==> src/rtl/pclk_div_pkg.sv <==
package pclk_div_pkg;

   // True when a requested divisor lies in the legal range [2, max]
   function automatic logic div_ok(input int unsigned v, input int unsigned max_div);
      return (v >= 2) && (v <= max_div);
   endfunction

endpackage

==> src/rtl/pclk_div_shadow.sv <==
module pclk_div_shadow #(
   parameter int unsigned DIV_W     = 5,
   parameter int unsigned DIV_MAX   = 16,
   parameter int unsigned DIV_RESET = 16
) (
   input  logic             clk,
   input  logic             arst_n,
   input  logic             wr,
   input  logic [DIV_W-1:0] wr_val,
   input  logic             wrap,
   output logic [DIV_W-1:0] shadow_q,
   output logic             pend_q
);
   import pclk_div_pkg::*;

   logic wr_ok;
   assign wr_ok = wr && div_ok(32'(wr_val), DIV_MAX);

   always_ff @(posedge clk or negedge arst_n) begin
      if (!arst_n) begin
         shadow_q <= DIV_W'(DIV_RESET);
         pend_q   <= 1'b0;
      end else if (wr_ok) begin
         shadow_q <= wr_val;
         pend_q   <= 1'b1;
      end else if (wrap) begin
         pend_q   <= 1'b0;
      end
   end


   pend_set_chk: assert property (@(posedge clk) disable iff (!arst_n)
      wr_ok |=> (pend_q && shadow_q == $past(wr_val)));

   pend_clear_chk: assert property (@(posedge clk) disable iff (!arst_n)
      (wrap && !wr_ok) |=> !pend_q);

   bad_write_ignored_chk: assert property (@(posedge clk) disable iff (!arst_n)
      (wr && !wr_ok) |=> $stable(shadow_q));

endmodule

==> src/rtl/pclk_div_core.sv <==
module pclk_div_core #(
   parameter int unsigned DIV_W      = 5,
   parameter int unsigned DIV_MAX    = 16,
   parameter int unsigned DIV_RESET  = 16,
   parameter bit          HIGH_SHORT = 1'b1
) (
   input  logic             clk,
   input  logic             arst_n,
   input  logic [DIV_W-1:0] load_val,
   output logic             wrap,
   output logic             pclk_o
);
   logic [DIV_W-1:0] cur_q, cnt_q, cur_nxt, cnt_nxt, hi_nxt;

   assign wrap    = (cnt_q == cur_q - 1'b1);
   assign cur_nxt = wrap ? load_val : cur_q;
   assign cnt_nxt = wrap ? '0 : cnt_q + 1'b1;

   // Length of the high phase for the next period
   generate
      if (HIGH_SHORT) begin : g_hi_floor
         assign hi_nxt = cur_nxt >> 1;
      end else begin : g_hi_ceil
         logic [DIV_W:0] inc;
         assign inc    = {1'b0, cur_nxt} + 1'b1;
         assign hi_nxt = inc[DIV_W:1];
      end
   endgenerate

   always_ff @(posedge clk or negedge arst_n) begin
      if (!arst_n) begin
         cur_q  <= DIV_W'(DIV_RESET);
         cnt_q  <= DIV_W'(DIV_RESET - 1);
         pclk_o <= 1'b0;
      end else begin
         cur_q  <= cur_nxt;
         cnt_q  <= cnt_nxt;
         pclk_o <= (cnt_nxt < hi_nxt);
      end
   end


   load_when_low_chk: assert property (@(posedge clk) disable iff (!arst_n)
      wrap |-> !pclk_o);

   hold_mid_period_chk: assert property (@(posedge clk) disable iff (!arst_n)
      !wrap |=> $stable(cur_q));

   div_range_chk: assert property (@(posedge clk) disable iff (!arst_n)
      (cur_q >= 2) && (cur_q <= DIV_W'(DIV_MAX)));

endmodule

==> src/rtl/pclk_divider.sv <==
module pclk_divider #(
   parameter int unsigned DIV_W      = 5,
   parameter int unsigned DIV_MAX    = 16,
   parameter int unsigned DIV_RESET  = 16,
   parameter bit          HIGH_SHORT = 1'b1
) (
   input  logic             ref_clk,
   input  logic             arst_n,
   input  logic             div_wr,
   input  logic [DIV_W-1:0] div_val,
   output logic             pclk_out,
   output logic             div_pending
);
   localparam int unsigned DIV_LIMIT = (1 << DIV_W) - 1;

   generate
      if (DIV_MAX < 2 || DIV_MAX > DIV_LIMIT) begin : g_bad_max
         $error("pclk_divider: DIV_MAX does not fit DIV_W");
      end
      if (DIV_RESET < 2 || DIV_RESET > DIV_MAX) begin : g_bad_rst
         $error("pclk_divider: DIV_RESET outside [2, DIV_MAX]");
      end
   endgenerate

   logic [DIV_W-1:0] shadow;
   logic             wrap;

   pclk_div_shadow #(
      .DIV_W(DIV_W), .DIV_MAX(DIV_MAX), .DIV_RESET(DIV_RESET)
   ) u_shadow (
      .clk(ref_clk), .arst_n(arst_n), .wr(div_wr), .wr_val(div_val),
      .wrap(wrap), .shadow_q(shadow), .pend_q(div_pending)
   );

   pclk_div_core #(
      .DIV_W(DIV_W), .DIV_MAX(DIV_MAX), .DIV_RESET(DIV_RESET),
      .HIGH_SHORT(HIGH_SHORT)
   ) u_core (
      .clk(ref_clk), .arst_n(arst_n), .load_val(shadow),
      .wrap(wrap), .pclk_o(pclk_out)
   );

endmodule

==> config.mk <==
export PLATFORM = sky130hd
export DESIGN_NAME = pclk_divider
export DESIGN_NICKNAME = d
export VERILOG_FILES = /design/src/rtl/pclk_div_pkg.sv /design/src/rtl/pclk_div_shadow.sv /design/src/rtl/pclk_div_core.sv /design/src/rtl/pclk_divider.sv
export SDC_FILE = /design/constraint.sdc
export NUM_CORES = 1
export LEC_CHECK = 0
export BUFFER_PORTS_ARGS = -buffer_cell sky130_fd_sc_hd__buf_2
export CORE_AREA = 4 4 45 47
export CTS_BUF_LIST = sky130_fd_sc_hd__clkbuf_8
export CTS_CLUSTER_SIZE = 40
export DETAILED_ROUTE_END_ITERATION = 16
export DIE_AREA = 0 0 49 51
export PLACE_DENSITY_LB_ADDON = 0.08
export SYNTH_ARGS = -nofsm -noshare
export SYNTH_HDL_FRONTEND = slang
export SYNTH_SLANG_ARGS = --single-unit
==> constraint.sdc <==
create_clock -name ref_clk -period 2.9 [get_ports ref_clk]
set_input_delay 0.29 -clock ref_clk [delete_from_list [all_inputs] [get_ports ref_clk]]
set_output_delay 0.29 -clock ref_clk [all_outputs]
set_load 0.005 [all_outputs]
After elaboration in Yosys (flattened, before gate mapping)
Cells that the tools add are included.
Word-level totals
  flip-flop bits (word level): 17
  input bits: 8
  output and inout bits: 2
  word-level logic and storage cells: 19
Cells by class
  add/sub/neg operators: 2
  order comparisons: 3
  equality and inequality tests: 1
  multiplexer cells: 4
  reductions and logical operators: 3
Operator list (number)
  5-bit 2-to-1 mux: 2
  5-bit by 1-bit adder with 5-bit output (second input constant): 1
  5-bit equality test: 1
  5-bit by 2-bit greater-or-equal comparator with 1-bit output (second input constant): 1
  5-bit <= comparator (second input constant): 1
  5-bit by 4-bit less-than comparator with 1-bit output: 1
  5-bit by 1-bit subtractor with 5-bit output (second input constant): 1
  1-bit logical AND: 2
  1-bit 2-to-1 mux: 2
  2-bit nonzero test: 1

Depth between registers and ports, before layout
  depth after elaboration: 4
  depth in mapped cells: 11
  mapped depth without buffers: 10

Modules after synthesis
A second synthesis with hierarchy kept.
Second synthesis, totals
  cell total of the unflattened synthesis: 91
  area, all modules: 973.4 um^2
Modules (own cells, without submodules)
  pclk_div_core: times used 1, cells an instance 60, area an instance 655.6 um^2, sequential area each 281.5 um^2
  pclk_div_shadow: times used 1, cells an instance 31, area an instance 317.8 um^2, sequential area each 151.4 um^2

Least setup slack after synthesis
Ideal clock, no wire load.
  kind: reg-to-reg
  start point: register u_core.cur_q[0]
  end point: register u_core.pclk_o
  data arrival time: 2.331 ns
  data required time: 2.789 ns
  slack: 0.458 ns
  cell stages (with the launch flop): 12
  buffers on the path: 1
  period minus slack after synthesis: 2.442 ns
  cells stage by stage: dfrtp_1 inv_1 ha_1 nand2b_1 a21boi_1 o311ai_2 buf_2 mux2i_1 ha_1 nand3_1 a31oi_1 a2111oi_2
Between the ends
  word-level cells in the longest chain between the ends: 4
  elaborated cells between the ends (all ways): 5
  those cells by class: 1 x add/sub; 1 x order compare; 1 x eq/ne; 2 x mux
Ends and longest elaborated chain
  from (decl): RTL line pclk_div_core.sv:13  | logic [DIV_W-1:0] cur_q, cnt_q, cur_nxt, cnt_nxt, hi_nxt;
  from (signal assigned): RTL line pclk_div_core.sv:32  | cur_q <= DIV_W'(DIV_RESET);
  from (signal assigned): RTL line pclk_div_core.sv:36  | cur_q <= cur_nxt;
  5-bit by 1-bit subtractor with 5-bit output (*): RTL line pclk_div_core.sv:15  | assign wrap = (cnt_q == cur_q - 1'b1);
  5-bit equality test (*): RTL line pclk_div_core.sv:15
  5-bit 2-to-1 mux (on tied branches): RTL line pclk_div_core.sv:17, pclk_div_core.sv:16
  5-bit by 4-bit less-than comparator with 1-bit output (*): RTL line pclk_div_core.sv:38  | pclk_o <= (cnt_nxt < hi_nxt);
  to (signal assigned): RTL line pclk_div_core.sv:38
  to (decl): RTL line pclk_div_core.sv:11  | output logic pclk_o
Mark *: on every way between the ends. The rest lies on a longest branch, timed or not.
A chain may end at the register's enable or synchronous reset.

Worst setup path after layout
Same ends and word-level chain as after synthesis.

==> results.json <==
{
  "status": "completed",
  "cts_max_path_buffers": 2,
  "tightest_slew_ns": 0.5571,
  "seq_area_um2": 432.9,
  "track_usage": 0.1482,
  "yosysTopAreaCellShare": 0.3026,
  "critical-path-slowest-cell": "o311ai_4",
  "synth_cells": 81,
  "max-cap-violations": 0,
  "n_fill_cell": 132,
  "num_vias": 624,
  "path_clk_slew_ns": 0.06,
  "nets": 111,
  "drt_iter0_drc": 8,
  "min_path_type": "primary input to register",
  "whs_path_depth": 2,
  "rsz0062_at_grt": "no",
  "drt-total-wl_um": 1498,
  "vdd.ir_drop.worst_mv": 0.6805,
  "synth_area_per_cell_um2": 11.23,
  "globalplace.congestion": 0.7543,
  "synth.most_common_cell": "dfrtp_1",
  "core_area_um2": 1652,
  "dpl.cell_count": 109,
  "synth_edf_count": 0,
  "cts_sinks": 17,
  "diodes": 0,
  "ant_nets": 0,
  "hpwl_um": 1169,
  "reg2reg_depth": 10,
  "ys_warn_count": 0,
  "synthFlopType": "dfrtp_1",
  "wl_per_cell_um": 13.14,
  "grt_overflow_total": 0,
  "synth_cell_types": 29,
  "syn_area_um2": 909.6,
  "clock_latency_ns": 0.25,
  "post-cts-setup-buffers": 0,
  "via_per_inst": 5.474,
  "dieArea_um2": 2499,
  "grt_pass1_wl_um": 2732,
  "fp.dieW_um": 49,
  "synth.top_cells.by_count": "dfrtp_1, inv_1, dfstp_2, nand2_1",
  "synth_top_cell_by_area": "dfrtp_1",
  "htreeDepth": 1,
  "ys_seq_area_frac": 0.4759,
  "p_leak_nw": 0.5124,
  "drc_errors": 0,
  "relSlewSlack": 0.6277,
  "multi_input_area_um2": 455.4,
  "die_y_um": 51,
  "port_buffers": 9,
  "cts_tree": "yes",
  "synth_fp_nets": 94,
  "io_pins": 10,
  "slew_violations": 0,
  "hold_viol_final": 0,
  "async_reset_ff_frac": 1.000,
  "ys_seq_elements": 17,
  "synth_area_leaders": "dfrtp_1, dfstp_2, ha_1",
  "power_density_nw_per_um2": 1262,
  "period_needed_ns": 2.657,
  "area_delta_synth_final_pct": 16.37,
  "first_pass_iters": 3,
  "cp-end-kind": "register",
  "cp.arrival_ns": 2.78,
  "grt_max_degree": 18,
  "worstSetupPathType": "register to register",
  "crit_required_ns": 3.03,
  "fin_crit_sh": 0.9163,
  "cts-root-buf": "clkbuf_8",
  "setup_viol_count_final": 0,
  "antenna_found_initial": 0,
  "layout-drive-gt1-share": 0.2784,
  "tns_ns": 0,
  "num_rows": 15,
  "cpMostUsedCell": "ha_1",
  "path_cells": "inv_1, ha_1, nand2b_1, a21boi_1, o311ai_4, mux2i_1, ha_1, nand3_1, a31oi_1, a2111oi_2",
  "finClkSkew_ns": 0.0007067,
  "cpPeakStageDelay_ns": 0.55,
  "path_max_fanout": 10,
  "finalNonFillerCells": 114,
  "initial_core_util": 0.5508,
  "max_freq_ghz": 0.3763,
  "cts-buffers-inserted": 3,
  "first_global_vias": 652,
  "startpoint_type": "register"
}
-- registers in the layout, indices dropped and copies added (netlist names) --
signal and count:
u_core.cur_q 5, u_core.cnt_q 5, u_shadow.shadow_q 5, u_core.pclk_o 1, u_shadow.pend_q 1
-- worst max-delay path: cells and delay by family, from the launching register on --
kind / cells / cell delay [ns]
mux: 1 / 0.30
simple gates: 2 / 0.22
compound gates: 4 / 1.09
fa+ha+maj: 2 / 0.48
flops: 1 / 0.38
buf+inv: 1 / 0.06
-- logic make-up (layout without fill, tap and decap cells) --
logic type,count (synthesis),in the layout,share of synthesized area
and+or+nand+nor,25,25,0.1527
DFF,17,17,0.4759
AOI/OAI and AO/OA,11,11,0.1114
xor gates and xnor gates,9,9,0.08665
buffers and inverters,8,24,0.03439
muxes,6,6,0.07015
adders and majority gates,5,5,0.06878
-- layout make-up --
class / instances / area share
Clock buffer: 3 / 0.03901
Clock inverter: 1 / 0.003546
Inverter: 7 / 0.02482
Multi-Input combinational cell: 56 / 0.4303
Sequential cell: 17 / 0.4090
Tap cell: 17 / 0.02009
Timing Repair Buffer: 13 / 0.07329
-- per-stage QoR --
step / total power [mW] / setup WS [ns] / utilization / hold slack (ns) / instance area [µm²]
3_5_place_dp: 1.148 / 0.01880 / 0.6015 / 0.2291 / 993.5
5_1_grt: 1.466 / 0.007293 / 0.6409 / 0.2946 / 1059
3_3_place_gp: 1.126 / 0.1053 / 0.6015 / 0.2236 / 993.5
2_1_floorplan: 0.9781 / 0.4581 / - / -0.005591 / 909.6
4_1_cts: 1.354 / 0.1991 / 0.6409 / 0.2902 / 1059
6_report: 1.335 / 0.2426 / 0.6409 / 0.2896 / 1059
-- power by group --
part	total (mW)	internal, mW	switching [mW]
sequential	0.448	0.365	0.0830
clock	0.170	0.0938	0.0760
combinational	0.718	0.359	0.359
total	1.34	0.817	0.518
-- timing repair --
item / 4_1_cts / 5_1_grt
endpoints found under the setup margin: 1 / 0
hold buffers: 1 / 0
endpoints found under the hold margin: 11 / 0
gates resized for setup: 1 / 0
-- routing by layer --
metal	up-vias	global-route usage	part of all wire
met4	0	0.09417	0.026
met5	-	0	0
met2	10	0.2565	0.49
met3	5	0.03499	0.036
met1	299	0.1620	0.45
li1	310	-	-
-- worst paths after layout --
path	end	slack, ns	startpoint
hold / removal	u_shadow.shadow_q[1]$_DFFE_PN0P_	0.29	div_val[1]
setup reg to reg	u_core.pclk_o$_DFF_PN0_	0.24	u_core.cur_q[0]$_DFFE_PN0N_
setup / recovery	u_core.pclk_o$_DFF_PN0_	0.24	u_core.cur_q[0]$_DFFE_PN0N_
max in group asynchronous	u_core.cnt_q[3]$_DFF_PN1_	2.11	arst_n
min in group asynchronous	u_shadow.shadow_q[0]$_DFFE_PN0P_	0.48	arst_n
hold reg to reg	u_shadow.pend_q$_DFFE_PN0P_	0.48	u_shadow.pend_q$_DFFE_PN0P_
-- cell usage in the layout (no fill, tap or decap), drive strengths merged, types with 2 or more instances in the layout --
master,count
mux2,3
dfrtp,11
xnor2,4
ha,5
nor2b,3
inv,8
buf,12
nor3,2
nand3,3
nand2,6
xor2,5
a22o,3
mux2i,3
dfstp,6
clkbuf,3
and2,4
nand2b,2
Note: power is estimated with default switching activity, not from simulation.
